File: src/rtl/scpc_pkg.sv
package scpc_pkg;
    typedef enum logic [1:0] {
        MODE_AUTO = 2'b00,
        MODE_SYNC = 2'b01,
        MODE_BYP  = 2'b10,
        MODE_RSV  = 2'b11
    } scpc_mode_e;

    localparam int POS_IO  = 5;
    localparam int POS_DIR = 4;
    localparam int POS_LVL = 1;
    localparam int POS_OFF = 0;

    typedef struct packed {
        logic io;        // stored I/O output value
        logic dir;       // 1 = input
        logic lvl;       // clock idle / bypass level
        logic off;       // clock stop request
        logic gated;     // clock stop in force
        logic clk_prev;  // card clock one cycle ago
        logic samp;      // sync-mode captured pad value
    } scpc_state_t;
endpackage

File: src/rtl/scpc_sync.sv
module scpc_sync #(
    parameter int STAGES = 2
) (
    input  logic clk,
    input  logic rst_n,
    input  logic d,
    output logic q
);
    logic [STAGES-1:0] chain_q;

    generate
        if (STAGES == 1) begin : g_one
            always_ff @(posedge clk or negedge rst_n) begin
                if (!rst_n) chain_q <= '0;
                else        chain_q <= d;
            end
        end else begin : g_many
            always_ff @(posedge clk or negedge rst_n) begin
                if (!rst_n) chain_q <= '0;
                else        chain_q <= {chain_q[STAGES-2:0], d};
            end
        end
    endgenerate

    assign q = chain_q[STAGES-1];
endmodule

File: src/rtl/scpc_clkmux.sv
module scpc_clkmux (
    input  logic bypass,
    input  logic gated,
    input  logic lvl,
    input  logic src,
    input  logic clk_prev,
    output logic clk_o,
    output logic rise
);
    always_comb begin
        if (bypass || gated) clk_o = lvl;
        else                 clk_o = src;
        rise = clk_o & ~clk_prev;
    end
endmodule

File: src/rtl/scpc_rdmux.sv
module scpc_rdmux
    import scpc_pkg::*;
#(
    parameter int DATA_W = 8
) (
    input  logic              sel,
    input  scpc_mode_e        mode,
    input  logic              io_reg,
    input  logic              dir,
    input  logic              lvl,
    input  logic              off,
    input  logic              samp,
    input  logic              io_raw,
    output logic [DATA_W-1:0] rdata
);
    logic io_view;

    always_comb begin
        io_view = io_reg;
        if (dir) begin
            if (mode == MODE_BYP)       io_view = io_raw;
            else if (mode == MODE_SYNC) io_view = samp;
        end
        rdata = '0;
        if (sel) begin
            rdata[POS_IO]  = io_view;
            rdata[POS_DIR] = dir;
            rdata[POS_LVL] = lvl;
            rdata[POS_OFF] = off;
        end
    end
endmodule

File: src/rtl/scpc_pinctl.sv
module scpc_pinctl
    import scpc_pkg::*;
#(
    parameter int          ADDR_W      = 16,
    parameter int          DATA_W      = 8,
    parameter logic [15:0] REG_ADDR    = 16'hFE0B,
    parameter int          SYNC_STAGES = 2
) (
    input  logic              clk,
    input  logic              rst_n,
    input  logic [ADDR_W-1:0] bus_addr,
    input  logic              bus_wr,
    input  logic              bus_rd,
    input  logic [DATA_W-1:0] bus_wdata,
    output logic [DATA_W-1:0] bus_rdata,
    input  logic [1:0]        mode_i,
    input  logic              card_clk_src,
    output logic              card_clk_o,
    input  logic              io_i,
    output logic              io_o,
    output logic              io_oe
);
    localparam logic [ADDR_W-1:0] HIT_ADDR = ADDR_W'(REG_ADDR);

    scpc_state_t st_d, st_q;
    scpc_mode_e  mode;
    logic        addr_hit, wr_hit, rd_hit;
    logic        io_s, clk_rise, is_byp;

    assign mode     = scpc_mode_e'(mode_i);
    assign addr_hit = (bus_addr == HIT_ADDR);
    assign wr_hit   = bus_wr && addr_hit;
    assign rd_hit   = bus_rd && addr_hit;
    assign is_byp   = (mode == MODE_BYP);

    scpc_sync #(.STAGES(SYNC_STAGES)) i_io_sync (
        .clk   (clk),
        .rst_n (rst_n),
        .d     (io_i),
        .q     (io_s)
    );

    scpc_clkmux i_clkmux (
        .bypass   (is_byp),
        .gated    (st_q.gated),
        .lvl      (st_q.lvl),
        .src      (card_clk_src),
        .clk_prev (st_q.clk_prev),
        .clk_o    (card_clk_o),
        .rise     (clk_rise)
    );

    scpc_rdmux #(.DATA_W(DATA_W)) i_rdmux (
        .sel    (rd_hit),
        .mode   (mode),
        .io_reg (st_q.io),
        .dir    (st_q.dir),
        .lvl    (st_q.lvl),
        .off    (st_q.off),
        .samp   (st_q.samp),
        .io_raw (io_i),
        .rdata  (bus_rdata)
    );

    always_comb begin
        st_d = st_q;
        if (wr_hit) begin
            st_d.io  = bus_wdata[POS_IO];
            st_d.dir = bus_wdata[POS_DIR];
            st_d.lvl = bus_wdata[POS_LVL];
            st_d.off = bus_wdata[POS_OFF];
        end
        // stop state flips only while the source rests at the idle level
        if (card_clk_src == st_q.lvl) st_d.gated = st_q.off;
        st_d.clk_prev = card_clk_o;
        if (clk_rise) st_d.samp = io_s;

        io_oe = ((mode == MODE_SYNC) || (mode == MODE_BYP)) && !st_q.dir;
        io_o  = st_q.io;
    end

    always_ff @(posedge clk or negedge rst_n) begin
        if (!rst_n) st_q <= '0;
        else        st_q <= st_d;
    end
endmodule

File: config.mk
export PLATFORM = sky130hd
export DESIGN_NAME = scpc_pinctl
export DESIGN_NICKNAME = d
export VERILOG_FILES = /design/src/rtl/scpc_pkg.sv /design/src/rtl/scpc_sync.sv /design/src/rtl/scpc_clkmux.sv /design/src/rtl/scpc_rdmux.sv /design/src/rtl/scpc_pinctl.sv
export SDC_FILE = /design/constraint.sdc
export NUM_CORES = 1
export LEC_CHECK = 0
export ABC_AREA = 1
export BUFFER_PORTS_ARGS = -buffer_cell sky130_fd_sc_hd__buf_2
export CAP_MARGIN = 20
export CORE_MARGIN = 2
export CORE_UTILIZATION = 43
export CTS_BUF_LIST = sky130_fd_sc_hd__clkbuf_8
export CTS_CLUSTER_SIZE = 40
export DETAILED_ROUTE_END_ITERATION = 16
export GPL_TIMING_DRIVEN = 0
export PLACE_DENSITY = 0.82
export REMOVE_ABC_BUFFERS = 1
export SLEW_MARGIN = 5
export SYNTH_ARGS = -nofsm -noshare
export SYNTH_HDL_FRONTEND = slang
export SYNTH_SLANG_ARGS = --single-unit
File: constraint.sdc
create_clock -name clk -period 1.6 [get_ports clk]
set_clock_uncertainty 0.05 [all_clocks]
set_input_delay 0.08 -clock clk [delete_from_list [all_inputs] [get_ports clk]]
set_output_delay 0.08 -clock clk [all_outputs]
set_load 0.005 [all_outputs]
==> reports/results.ini <==
[sta]
setup_viol=0
layout_setup_ws_ns=0.331
rsz0062_at_grt=false
period_needed_ns=1.27
hold_viol=0
fmax_mhz=788
slew_violations=0
finalCritPeriodShare_pct=79.3
hold-worst-slack_ns=0.0492
setup_tns_ns=0

[setup_path]
slowest_stage=dlygate4sd3_1
cp.depth=7
arrival_ns=1.14
rr_worst_depth=6
crit_path_start=io_i
crit_path_max_incr_delay_ns=0.53
path_cells=dlygate4sd3_1 > buf_2 > inv_1 > nand2_1 > nand3b_1 > a21oi_2 > buf_2
regToRegStartpoint=st_q[2]$_DFFE_PN0N_
cp-start-kind=primary input
critPathCaptureType=primary output
required_ns=1.47
crit_type=in2out
crit_end=bus_rdata[5]
crit_top_cell=buf_2
r2r_slack_ns=0.55
regToRegEndpoint=st_q[0]$_DFFE_PN0P_
path_delay_family=buffers and inverters
critPathMaxFanout=2
crit_buf_inv=4

[synthesis]
yosys.area_share.adder_pct=4.34
synth_top_family_by_area=simple AND/OR/NAND/NOR gates
yosysWarnings=0
ys_types=17
synth_compound_area_share_pct=4.99
syn_area_um2=577
ys_seq_area_share_pct=39.0
synth-xor-area-share_pct=1.52
synth_area_per_cell_um2=7.79
synthSimpleGateAreaFrac_pct=36.4
synthMuxAreaShare_pct=0
synthCells=74
ys_ff_latch=9

[place]
hpwl_um=940
placedInstanceArea_um2=747
place_ws_ns=0.442
port_buffers=34
gp_congestion=0.657
dp_cells=122

[clocking]
cts_root_buf=clkbuf_8
htree_levels=1
clkLatencyLatePin_ns=0.23
cts_buffer_depth=2
cts_resized=0
cts_tree=built
cts.sinks=9
numCtsBuffers=3
postCtsSetupBuffers=0
cts.reportedPaths.clkPinSlew_ns=0.04

[pwr]
ir_drop_mv=0.501
cellPowerDensity_nw_per_um2=719
leakagePower_nw=0.455
p_total_mw=0.584

[die]
die_h_um=40.6
die_x_um=40.6
dieArea_um2=1650
core_um2=1270
rows=13
ios=43
initial_utilization_pct=45.5

[global_routing]
grt-ovfl-total=0
antenna_found_initial=0
grt_pass1_wl_um=1650
grt_pass1_vias=480
grt_max_degree=10
track_usage_pct=16.4

[drt]
drt_iter0_markers=3
drc_errors=0
drt-total-wl_um=1150
drtPass1Iterations=4
wl_per_cell_um=8.98
num_vias=571
drtAntennaViolNets=0
via_per_inst=4.46

[hold_path]
hold_class=in2reg
hold_path_depth=3

[status]
status=complete, no violations

[final_layout]
final_cells=128
diodes=0
final_util_pct=64.0
final_cell_area_um2=812
nFillCells=113
layout.nets=148
area_delta_synth_final_pct=40.8
layout-drive-gt1-share_pct=37.2

[flow_run]
max-cap-violations=0

-- worst min-delay path by stage --
stage,startpoint,to,slack [ns]
after global placement,rst_n,st_q[1]$_DFF_PN0_,-0.12
after floorplan,rst_n,i_io_sync.chain_q[0]$_DFF_PN0_,-0.27
after global routing,bus_wdata[4],st_q[5]$_DFFE_PN0P_,0.07
after CTS,bus_wdata[0],st_q[3]$_DFFE_PN0P_,0.05
final,bus_wdata[0],st_q[3]$_DFFE_PN0P_,0.05
after detailed placement,rst_n,st_q[1]$_DFF_PN0_,-0.11
-- worst register-to-register path, stage by stage, from the launching register on --
cell and delay [ns]:
dfrtp_1 0.37, nor2_1 0.13, nand2_1 0.06, o21ai_1 0.15
nand2_1 0.08, nand2_1 0.06, nand2_1 0.04
-- synthesized netlist by cell type --
cell,n,share of area [%]
nand2_1,20,13
inv_1,12,7.8
dfrtp_1,9,39
nor2_1,9,5.9
nand4_1,5,5.4
buf_4,4,5.2
a21oi_1,2,1.7
ha_1,2,4.3
nand3_4,2,6.1
nor2_4,2,3.9
a21oi_2,1,1.5
conb_1,1,0.65
nand3_1,1,0.87
nand3b_1,1,1.3
o21ai_0,1,0.87
o21ai_1,1,0.87
xnor2_1,1,1.5
-- cell usage in the layout (no fill, tap or decap), drive strengths merged, types with 2 or more instances in the layout --
| cell | instances |
|---|---|
| buf | 34 |
| nand2 | 20 |
| inv | 13 |
| nor2 | 11 |
| dfrtp | 9 |
| nand4 | 5 |
| conb | 4 |
| clkbuf | 3 |
| nand3 | 3 |
| a21oi | 3 |
| ha | 2 |
| dlygate4sd3 | 2 |
| o21ai | 2 |
-- timing repair --
action	4_1_cts	5_1_grt
setup endpoints to repair	0	0
endpoints found under the hold margin	10	0
hold buffers	2	0
-- cell families after synthesis --
| group | count (synthesis) |
|---|---|
| other | 1 |
| xor gates and xnor gates | 1 |
| adders and majority gates | 2 |
| DFF | 9 |
| buffers and inverters | 16 |
| and+or+nand+nor | 40 |
| AOI/OAI and AO/OA | 5 |
-- sequential cells by signal, summed over array words and instances (netlist names) --
register and flops:
i_io_sync.chain_q 2, io_o 1, st_q 6
-- cell type report --
type	instances	area, um2	share of cell area, %
clock buffers	3	41.3	5.08
clock inverters	1	3.75	0.462
repair buffers	36	190	23.4
well taps	15	18.8	2.31
flip-flops and latches	9	225	27.7
inverters	12	45.0	5.55
multi-input cells	52	288	35.4
-- routing by layer --
layer	up-vias	track usage [%]	routed length, um
met4	0	12.5	25
li1	298	-	-
met3	2	6.52	108
met5	-	0	0
met1	241	16.6	451
met2	30	27.0	564
-- where the power goes --
| group | internal (mW) | switching [mW] |
|---|---|---|
| clock | 0.167 | 0.0910 |
| sequential | 0.239 | 0.00492 |
| combinational | 0.0425 | 0.0393 |
Note: power is estimated with default switching activity, not from simulation.
